**src/rtl/brd_pkg.sv**
```systemverilog
package brd_pkg;

    localparam int RNDW = 16;

    typedef enum logic [1:0] {
        ST_IDLE  = 2'd0,
        ST_RANK  = 2'd1,
        ST_BUILD = 2'd2,
        ST_SHOW  = 2'd3
    } brd_state_e;

    // one step of a right-shifting Galois LFSR
    function automatic logic [RNDW-1:0] rnd_step(input logic [RNDW-1:0] s,
                                                 input logic [RNDW-1:0] taps);
        rnd_step = (s >> 1) ^ (s[0] ? taps : '0);
    endfunction

    // scaled weight of rank r: top weight times (surv-1) falling linearly
    function automatic int rank_weight(input int r, input int surv,
                                       input int wtop, input int wbot);
        return wtop * (surv - 1) - (wtop - wbot) * r;
    endfunction

    // running weight sum over ranks 0..r
    function automatic int cum_weight(input int r, input int surv,
                                      input int wtop, input int wbot);
        int acc;
        acc = 0;
        for (int k = 0; k <= r; k++) acc += rank_weight(k, surv, wtop, wbot);
        return acc;
    endfunction

endpackage

```
**src/rtl/brd_rank_count.sv**
```systemverilog
module brd_rank_count #(
    parameter int POP = 30,
    parameter int FW  = 16,
    parameter int IW  = $clog2(POP)
) (
    input  logic [FW-1:0] fit [POP],
    input  logic [IW-1:0] who,
    output logic [IW-1:0] rank
);

    logic [FW-1:0] mine;
    logic [IW-1:0] beaten_by;

    // rank = number of entries that outrank "who"; lower index wins ties
    always_comb begin
        mine      = fit[who];
        beaten_by = '0;
        for (int j = 0; j < POP; j++) begin
            if ((fit[j] > mine) || ((fit[j] == mine) && (IW'(j) < who)))
                beaten_by = beaten_by + IW'(1);
        end
        rank = beaten_by;
    end

endmodule

```
**src/rtl/brd_roulette.sv**
```systemverilog
module brd_roulette
    import brd_pkg::*;
#(
    parameter int POP   = 30,
    parameter int SURV  = 25,
    parameter int W_TOP = 20,
    parameter int W_BOT = 1,
    parameter int IW    = $clog2(POP)
) (
    input  logic [RNDW-1:0] rnd,
    input  logic [IW-1:0]   order [POP],
    output logic [IW-1:0]   pick
);

    localparam int TOTAL = cum_weight(SURV - 1, SURV, W_TOP, W_BOT);

    logic [RNDW-1:0] tgt;
    logic [IW-1:0]   hit_rank;
    logic            hit;

    always_comb begin
        tgt      = rnd % RNDW'(TOTAL);
        hit      = 1'b0;
        hit_rank = IW'(SURV - 1);
        for (int r = 0; r < SURV; r++) begin
            if (!hit && (int'(tgt) < cum_weight(r, SURV, W_TOP, W_BOT))) begin
                hit      = 1'b1;
                hit_rank = IW'(r);
            end
        end
        pick = order[hit_rank];
    end

endmodule

```
**src/rtl/breed_planner.sv**
```systemverilog
module breed_planner
    import brd_pkg::*;
#(
    parameter int              POP    = 30,
    parameter int              CULL   = 5,
    parameter int              FW     = 16,
    parameter int              W_TOP  = 20,
    parameter int              W_BOT  = 1,
    parameter int              SEG_N  = 101,
    parameter int              SEG_W  = 24,
    parameter int              XO_PCT = 70,
    parameter logic [RNDW-1:0] TAPS   = 16'hB400,
    parameter int              IW     = $clog2(POP),
    parameter int              CW     = $clog2(SEG_N * SEG_W)
) (
    input  logic            clk,
    input  logic            rst_n,
    input  logic            fit_we,
    input  logic [IW-1:0]   fit_idx,
    input  logic [FW-1:0]   fit_val,
    input  logic [RNDW-1:0] seed,
    input  logic            start,
    output logic            busy,
    output logic            ch_valid,
    input  logic            ch_ready,
    output logic [IW-1:0]   ch_num,
    output logic            ch_elite,
    output logic [IW-1:0]   ch_par_a,
    output logic [IW-1:0]   ch_par_b,
    output logic            ch_xover,
    output logic [CW-1:0]   ch_cut
);

    localparam int SURV  = POP - CULL;
    localparam int GBITS = SEG_N * SEG_W;
    localparam int NDRAW = 4;
    localparam int PCT   = 100;

    typedef struct packed {
        brd_state_e      st;
        logic [IW-1:0]   cnt;
        logic [RNDW-1:0] lfsr;
        logic [IW-1:0]   child;
        logic            valid;
        logic            elite;
        logic [IW-1:0]   pa;
        logic [IW-1:0]   pb;
        logic            xo;
        logic [CW-1:0]   cut;
    } ctl_t;

    ctl_t          c_d, c_q;
    logic [FW-1:0] fit_d   [POP];
    logic [FW-1:0] fit_q   [POP];
    logic [IW-1:0] order_d [POP];
    logic [IW-1:0] order_q [POP];

    logic [IW-1:0]   rank_w;
    logic [RNDW-1:0] draw [NDRAW];
    logic [IW-1:0]   pick [2];
    logic            coin;
    logic [CW-1:0]   cut_pt;

    // ---------------- ranking: one individual per cycle ----------------
    brd_rank_count #(.POP(POP), .FW(FW), .IW(IW)) u_rank (
        .fit  (fit_q),
        .who  (c_q.cnt),
        .rank (rank_w)
    );

    // ---------------- four chained LFSR steps per child ----------------
    always_comb begin
        draw[0] = rnd_step(c_q.lfsr, TAPS);
        for (int k = 1; k < NDRAW; k++) draw[k] = rnd_step(draw[k-1], TAPS);
    end

    // ---------------- two roulette pickers ----------------
    for (genvar g = 0; g < 2; g++) begin : g_pick
        brd_roulette #(
            .POP(POP), .SURV(SURV), .W_TOP(W_TOP), .W_BOT(W_BOT), .IW(IW)
        ) u_wheel (
            .rnd   (draw[g]),
            .order (order_q),
            .pick  (pick[g])
        );
    end

    always_comb begin
        coin   = (draw[2] % RNDW'(PCT)) < RNDW'(XO_PCT);
        cut_pt = CW'(draw[3] % RNDW'(GBITS - 1)) + CW'(1);
    end

    // ---------------- next-state ----------------
    always_comb begin
        c_d     = c_q;
        fit_d   = fit_q;
        order_d = order_q;
        unique case (c_q.st)
            ST_IDLE: begin
                if (fit_we && (int'(fit_idx) < POP)) fit_d[fit_idx] = fit_val;
                if (start) begin
                    c_d.lfsr = (seed == '0) ? RNDW'(1) : seed;
                    c_d.cnt  = '0;
                    c_d.st   = ST_RANK;
                end
            end
            ST_RANK: begin
                order_d[rank_w] = c_q.cnt;
                if (c_q.cnt == IW'(POP - 1)) begin
                    c_d.child = '0;
                    c_d.st    = ST_BUILD;
                end else begin
                    c_d.cnt = c_q.cnt + IW'(1);
                end
            end
            ST_BUILD: begin
                if (c_q.child == '0) begin
                    c_d.elite = 1'b1;
                    c_d.pa    = order_q[0];
                    c_d.pb    = order_q[0];
                    c_d.xo    = 1'b0;
                    c_d.cut   = '0;
                end else begin
                    c_d.elite = 1'b0;
                    c_d.pa    = pick[0];
                    c_d.pb    = pick[1];
                    c_d.xo    = coin;
                    c_d.cut   = coin ? cut_pt : '0;
                    c_d.lfsr  = draw[NDRAW-1];
                end
                c_d.valid = 1'b1;
                c_d.st    = ST_SHOW;
            end
            ST_SHOW: begin
                if (ch_ready) begin
                    c_d.valid = 1'b0;
                    if (c_q.child == IW'(POP - 1)) begin
                        c_d.st = ST_IDLE;
                    end else begin
                        c_d.child = c_q.child + IW'(1);
                        c_d.st    = ST_BUILD;
                    end
                end
            end
            default: c_d.st = ST_IDLE;
        endcase
    end

    always_ff @(posedge clk) begin
        if (!rst_n) begin
            c_q <= '0;
            for (int i = 0; i < POP; i++) begin
                fit_q[i]   <= '0;
                order_q[i] <= '0;
            end
        end else begin
            c_q     <= c_d;
            fit_q   <= fit_d;
            order_q <= order_d;
        end
    end

    assign busy     = (c_q.st != ST_IDLE);
    assign ch_valid = c_q.valid;
    assign ch_num   = c_q.child;
    assign ch_elite = c_q.elite;
    assign ch_par_a = c_q.pa;
    assign ch_par_b = c_q.pb;
    assign ch_xover = c_q.xo;
    assign ch_cut   = c_q.cut;

    // ---------------- assertions ----------------
    AST_DESC_HELD: assert property (@(posedge clk) disable iff (!rst_n)
        ch_valid && !ch_ready |=> ch_valid &&
        $stable({ch_num, ch_elite, ch_par_a, ch_par_b, ch_xover, ch_cut}));
    AST_QUIET_IDLE: assert property (@(posedge clk) disable iff (!rst_n)
        !busy |-> !ch_valid);
    AST_CUT_SPAN: assert property (@(posedge clk) disable iff (!rst_n)
        ch_valid && ch_xover |-> (ch_cut != '0) && (int'(ch_cut) < GBITS));
    AST_CUT_CLEAR: assert property (@(posedge clk) disable iff (!rst_n)
        ch_valid && !ch_xover |-> ch_cut == '0);
    AST_ELITE_HEAD: assert property (@(posedge clk) disable iff (!rst_n)
        ch_valid |-> (ch_elite == (ch_num == '0)));
    AST_ELITE_CLONE: assert property (@(posedge clk) disable iff (!rst_n)
        ch_valid && ch_elite |-> (ch_par_a == ch_par_b) && !ch_xover);
    AST_START_BUSY: assert property (@(posedge clk) disable iff (!rst_n)
        !busy && start |=> busy);
    AST_PARENT_RANGE: assert property (@(posedge clk) disable iff (!rst_n)
        ch_valid |-> (int'(ch_par_a) < POP) && (int'(ch_par_b) < POP));

endmodule

```
**config.mk**
```make
export PLATFORM = sky130hd
export DESIGN_NAME = breed_planner
export DESIGN_NICKNAME = d
export VERILOG_FILES = /design/src/rtl/brd_pkg.sv /design/src/rtl/brd_rank_count.sv /design/src/rtl/brd_roulette.sv /design/src/rtl/breed_planner.sv
export SDC_FILE = /design/constraint.sdc
export NUM_CORES = 2
export LEC_CHECK = 0
export BUFFER_PORTS_ARGS = -buffer_cell sky130_fd_sc_hd__buf_2
export CORE_ASPECT_RATIO = 1.5
export CORE_MARGIN = 4
export CORE_UTILIZATION = 60
export DETAILED_ROUTE_END_ITERATION = 8
export PLACE_DENSITY = 0.76
export RECOVER_POWER = 25
export SETUP_SLACK_MARGIN = 0.1
export SKIP_CTS_REPAIR_TIMING = 1
export SLEW_MARGIN = 20
export SYNTH_ARGS = -nofsm -noshare
export SYNTH_HDL_FRONTEND = slang
export SYNTH_SLANG_ARGS = --single-unit
```
**constraint.sdc**
```tcl
create_clock -name clk -period 28 [get_ports clk]
set_clock_uncertainty 0.2 [all_clocks]
set_input_delay 5.6 -clock clk [delete_from_list [all_inputs] [get_ports clk]]
set_output_delay 5.6 -clock clk [all_outputs]
set_load 0.02 [all_outputs]
```
Yosys cells after proc, flatten, opt, wreduce, memory -nomap -nowiden
Cells that the tools add are included.
{"block": "op_classes", "eq_ne": 41, "muxes": 164, "bitwise_logic": 9, "n_reduce_logical": 173, "magnitude_cmp": 119, "add_sub_neg": 32, "div_mod_pow": 4}
{"operator": "480-bit bitwise mux", "count": 1}
{"operator": "16-bit == test", "count": 30}
{"operator": "16-bit > comparator", "count": 30}
{"operator": "16-bit by 13-bit less-than comparator with 1-bit output, second input constant", "count": 30}
{"operator": "5-bit 2-to-1 mux", "count": 87}
{"operator": "16-bit by 12-bit less-than comparator with 1-bit output, second input constant", "count": 12}
{"operator": "5-bit by 1-bit adder with 5-bit output, second input constant", "count": 30}
{"operator": "150-bit bitwise mux", "count": 1}
{"operator": "16-bit 2-to-1 mux", "count": 9}
{"operator": "1-bit logical AND", "count": 81}
{"operator": "16-bit binary-select mux with 5-bit select", "count": 1}
{"operator": "16-bit demux with 5-bit select", "count": 1}
{"operator": "5-bit less-than comparator, first input constant", "count": 14}
{"operator": "16-bit by 11-bit less-than comparator with 1-bit output, second input constant", "count": 4}
{"operator": "15-bit by 16-bit XOR with 16-bit output", "count": 4}
{"operator": "5-bit binary-select mux with 5-bit select", "count": 2}
{"operator": "1-bit 2-to-1 mux", "count": 49}
{"operator": "1-bit zero test", "count": 48}
{"operator": "4-bit by 5-bit less-than comparator with 1-bit output, first input constant", "count": 8}
{"operator": "16-bit by 10-bit less-than comparator with 1-bit output, second input constant", "count": 2}
{"operator": "16-bit by 9-bit less-than comparator with 1-bit output, second input constant", "count": 2}
{"operator": "16-bit by 13-bit modulo with 16-bit output, second input constant", "count": 2}
{"operator": "16-bit one-hot mux with 2 select lines", "count": 1}
{"operator": "6-bit greater-or-equal comparator, second input constant", "count": 5}
{"operator": "other kinds (32)", "count": 88}
{"block": "totals", "out_inout_bits": 31, "elab_cells": 612, "reg_bits": 683, "input_bits": 42}

Logic depth before layout (Yosys ltp)
{"block": "depth", "depth_word": 84, "mapped_depth": 120, "mapped_depth_nobuf": 116}

Hierarchy
A second synthesis with hierarchy kept.
{"block": "unflattened", "hier_cells": 7445, "hier_area_um2": 60671.9}
{"mod": "breed_planner", "seq_area_each_um2": 13673.1, "n_inst": 1, "cells_each": 3882, "area_per_inst_um2": 31945.6}
{"mod": "brd_rank_count", "seq_area_each_um2": 0.0, "n_inst": 1, "cells_each": 2267, "area_per_inst_um2": 19177.1}
{"mod": "brd_roulette", "seq_area_each_um2": 0.0, "n_inst": 2, "cells_each": 648, "area_per_inst_um2": 4774.6}

Worst setup path after synthesis
No wires, ideal clock.
{"block": "synth_path", "path_type": "register to register", "from": "reg c_q[50] (netlist name)", "to": "reg order_q[45] (netlist name)", "setup_time_ns": 0.117, "t_arrival_ns": 22.416, "t_required_ns": 27.683, "n_path_buf": 5, "path_slack_ns": 5.267, "period_less_slack_ns": 22.733, "path_stages_with_launch": 111, "path_cell_list": "dfxtp_1 clkbuf_1 clkbuf_1 clkbuf_1 buf_1 buf_1 a21oi_1 o21ai_0 ha_1 nor2b_1 o21a_1 o21a_1 o21ai_0 nand2b_1 a21oi_1 nor2b_1 o21ai_0 nand2_1 [75 not listed] and2_1 a31o_2 ha_1 mux2i_1 inv_1 ha_1 inv_1 mux2i_1 ha_1 mux2_2 ha_1 mux2_2 ha_1 mux2_2 nor3_1 nand2_1 mux2i_1 nor2b_1"}
{"block": "synth_between", "elab_chain_cells": 72, "elab_cells_between_ends": 220, "cone_classes": "29 x add/sub; 62 x order compare; 30 x eq/ne; 36 x mux; 2 x bitwise; 61 x reduce/logical"}
{"element": "start, declared", "line_no": "breed_planner.sv:52", "rtl": "ctl_t c_d, c_q;"}
{"element": "start signal, assigned", "line_no": "breed_planner.sv:151", "rtl": "c_q <= '0;"}
{"element": "start signal, assigned", "line_no": "breed_planner.sv:157", "rtl": "c_q <= c_d;"}
{"element": "branches (longest 65 deep; another with 16-bit > comparator)"}
{"element": "5-bit 2-to-1 mux (*)", "line_no": "brd_rank_count.sv:19", "rtl": "if ((fit[j] > mine) || ((fit[j] == mine) && (IW'(j) < who)))"}
{"element": "5-bit inverter with 6-bit output (not written as such) (*)", "line_no": "breed_planner.sv:108", "rtl": "order_d[rank_w] = c_q.cnt;"}
{"element": "6-bit greater-or-equal comparator (not written as such) or 6-bit by 1-bit less-than comparator with 1-bit output (tied branches)", "line_no": "breed_planner.sv:108"}
{"element": "1-bit logical AND (not written as such)", "line_no": "breed_planner.sv:108"}
{"element": "5-bit 2-to-1 mux (not written as such)", "line_no": "breed_planner.sv:108"}
{"element": "5-bit demux with 5-bit select (*)", "line_no": "breed_planner.sv:108"}
{"element": "150-bit bitwise mux (*)", "line_no": "breed_planner.sv:108"}
{"element": "end signal, assigned", "line_no": "breed_planner.sv:159", "rtl": "order_q <= order_d;"}
{"element": "end, declared", "line_no": "breed_planner.sv:56", "rtl": "logic [IW-1:0] order_q [POP];"}
Mark *: on every way between the ends. The select of a mux whose other input is x is not followed.
A chain may end at the register's enable or synchronous reset.

Worst setup path in the final report
{"block": "layout_path", "from": "reg c_q[46] (netlist name)", "to": "reg order_q[60] (netlist name)"}
{"block": "layout_between", "elab_chain_cells": 72, "elab_cells_between_ends": 220, "cone_classes": "29 x add/sub; 62 x order compare; 30 x eq/ne; 36 x mux; 2 x bitwise; 61 x reduce/logical"}
{"element": "branches (longest 71 deep; another with 16-bit > comparator)"}
{"element": "150-bit bitwise mux (*)", "line_no": "breed_planner.sv:108"}
Marked as above.

==> flow_metrics.tcl <==
set metrics [dict create \
    overflow 0 \
    ys_seq_area_share_pct 23.31 \
    clk_path_buf_depth 3 \
    tns_ps 0 \
    drt-initial-drc-count 6396 \
    die_w_um 262.6 \
    path_max_fanout 98 \
    intPower_mw 2.978 \
    vdd_drop_max_mv 0.1956 \
    vias_per_cell 6.911 \
    synth_area_sq_um 58320 \
    outcome "finished with violations" \
    nFillCells 8275 \
    end_kind "flop" \
    drtPass1Iterations 9 \
    comb_power_share_pct 65.5 \
    cap_violations 5 \
    relSlewSlack_pct -471.1 \
    violations "design-rule violations, max-capacitance violations, max-slew violations" \
    design_area_sq_um 61800 \
    worst_pin_slew_ps 8567 \
    start_util_pct 60.64 \
    final_common_cell "nand2_1" \
    hpwlAfterDp_mm 153.5 \
    clock_sinks 679 \
    layout_min_cycle_time_ps 24820 \
    reg2reg_setup_slack_ps 3180 \
    antenna_found_initial 11 \
    ios 73 \
    die_h_um 389.8 \
    rsz0062_at_grt "no" \
    rr_startpoint "c_q[46]" \
    stdcell_count 8388 \
    root_buffer "clkbuf_16" \
    holdCritPathClass "reg2reg" \
    power_switching_mw 2.937 \
    netSwitchingFraction_pct 49.66 \
    ys_types 143 \
    async_flop_share_pct 0 \
    synth_area_leaders "dfxtp_1 (23%), ha_1 (11%), nand2_1 (9.0%), a21boi_0 (6.4%), mux2i_1 (4.7%)" \
    ant_nets 0 \
    cpMostUsedCell "ha_1" \
    total_leakage_power_nw 23.14 \
    grt_usage_pct 40.54 \
    grt_max_degree 222 \
    cts-htree-levels 3 \
    max_freq_ghz 0.04028 \
    hold_path_startpoint "ch_xover" \
    core_sq_um 96180 \
    dp.cells 8252 \
    placed_cell_area_sq_um 59260 \
    path_buf_inv 10 \
    grt_pass1_vias 55790 \
    wl_per_cell_um 26.00 \
    num_rows 139 \
    netlist_instances 7263 \
    vias 57970 \
    cp.arrival_ps 25150 \
    cts_inserted_buffers 72 \
    clk_pin_slew_worst_paths_ps 60 \
    power_frac_clock_pct 17.8 \
    numPortBuffers 72 \
    netlist.area_leader.share_pct 23.31 \
    cp_slowest_cell "buf_4" \
    critPathTopFamily "adder cells" \
    fin_crit_sh_pct 88.66 \
    ys_warn_count 0 \
    p_seq_share_pct 16.7 \
    path_class "reg2reg" \
    p_per_area_nw_per_um2 95.72 \
    drc 1 \
    slew_viol_final 567 \
    start_kind "flop" \
    required_ps 28320 \
    syn_nets 7827 \
    area_growth_pct 5.962 \
    drt_wl_total_mm 218.1 \
    nets 7622 \
    gp_congestion 1.031 \
    yosysTopAreaCell "dfxtp_1" \
    grt_first_pass_wirelength_mm 328.4 \
    layout.cells.most_common_list "nand2_1 (1403), dfxtp_1 (674), ha_1 (522)" \
    ys.flop_type "dfxtp_1" \
    dieArea_sq_um 102400 \
    hold_viol_final 0 \
    crit_path_max_incr_delay_ps 670 \
    ys_ff_latch 679 \
    setup.worst_path.start "c_q[46]" \
    setup_violations 0 \
    synth_edf_count 0 \
    drive_above_1_share_pct 9.137 \
    clk_latency_ps 680 \
    cts_tree "done" \
    syn_area_per_cell_sq_um 8.030 \
]
## final timing paths
kind | endpoint | cells after the start
setup / recovery | order_q[60] | 111
hold / removal | ch_xover | 2
setup reg to reg | order_q[60] | 111
hold reg to reg | ch_xover | 2
## synthesized netlist by cell type, drive strengths merged (15+ instances only)
| master | number |
|---|---|
| dfxtp | 679 |
| and3 | 47 |
| a31o | 18 |
| nor3b | 19 |
| mux2 | 51 |
| nor4 | 45 |
| and2 | 60 |
| a21o | 81 |
| o31a | 17 |
| o21a | 112 |
| a211oi | 59 |
| nor2b | 96 |
| nand3 | 248 |
| o22ai | 28 |
| o21ai | 426 |
| or3 | 42 |
| a22oi | 40 |
| a21boi | 508 |
| a31oi | 58 |
| xnor2 | 173 |
| nand4 | 141 |
| a2111oi | 18 |
| inv | 96 |
| o211a | 28 |
| nand2 | 1408 |
| or2 | 41 |
| xor2 | 57 |
| nor2 | 370 |
| o31ai | 39 |
| ha | 522 |
| a21oi | 276 |
| a22o | 19 |
| nand2b | 69 |
| mux2i | 272 |
| buf | 129 |
| a221oi | 17 |
| clkbuf | 317 |
| nor3 | 102 |
| o211ai | 107 |
| a41oi | 15 |
| a211o | 30 |
| mux4 | 110 |
## state kept, by name, indices dropped and copies added (netlist names)
signal,count
c_q,23
ch_cut,12
ch_elite,1
ch_num,5
ch_par_a,5
ch_par_b,5
ch_valid,1
ch_xover,1
fit_q,480
order_q,146
## kinds of logic after synthesis
group	after synthesis	share of synthesized area, %
simple gates	2763	22.11
compound gates	2067	24.90
buf+inv	545	3.986
mux	433	9.914
flops	679	23.31
xor+xnor	246	4.441
fa+ha+maj	530	11.34
## metal layers
metal	share of wire, %	track usage [%]
met5	0.032	0
met4	11	35.86
met3	8.4	7.360
met2	46	67.76
met1	35	43.99
## metrics by stage
stage / hold WS (ps) / utilization [%] / total power, mW / setup WS [ps]
floorplan: 225.8 / - / 3.919 / 5267
global placement: 229.0 / 61.61 / 4.697 / 4192
detailed placement: 229.6 / 61.62 / 4.753 / 3674
CTS: 239.0 / 64.27 / 5.808 / 3545
global route: 269.0 / 64.25 / 6.219 / 1562
finish: 237.2 / 64.26 / 5.915 / 3175
## power by group through the flow
stage          Combinational [mW]  Clock, mW  Sequential, mW
2_1_floorplan                2.91          0            1.00
3_3_place_gp                 3.69          0            1.01
3_5_place_dp                 3.74          0            1.01
4_1_cts                      3.76       1.06           0.988
5_1_grt                      4.14       1.09           0.989
6_report                     3.87       1.05           0.989
## tightest hold or removal path, stage by stage, from the launching register on
cell and delay [ps]:
dfxtp_1 300, nand2_1 50, nand2_1 40
## cell type report
type,instances,area (sq um),share of cell area (%)
timing repair buffer,167,1036,1.676
inverter,99,371.6,0.6013
clock buffer,105,2086,3.375
clock inverter,25,470.5,0.7613
multi-input combinational,6039,42630,68.98
tap,1269,1588,2.569
antenna,5,12.51,0.02025
sequential,679,13610,22.02
Note: power is estimated with default switching activity, not from simulation.
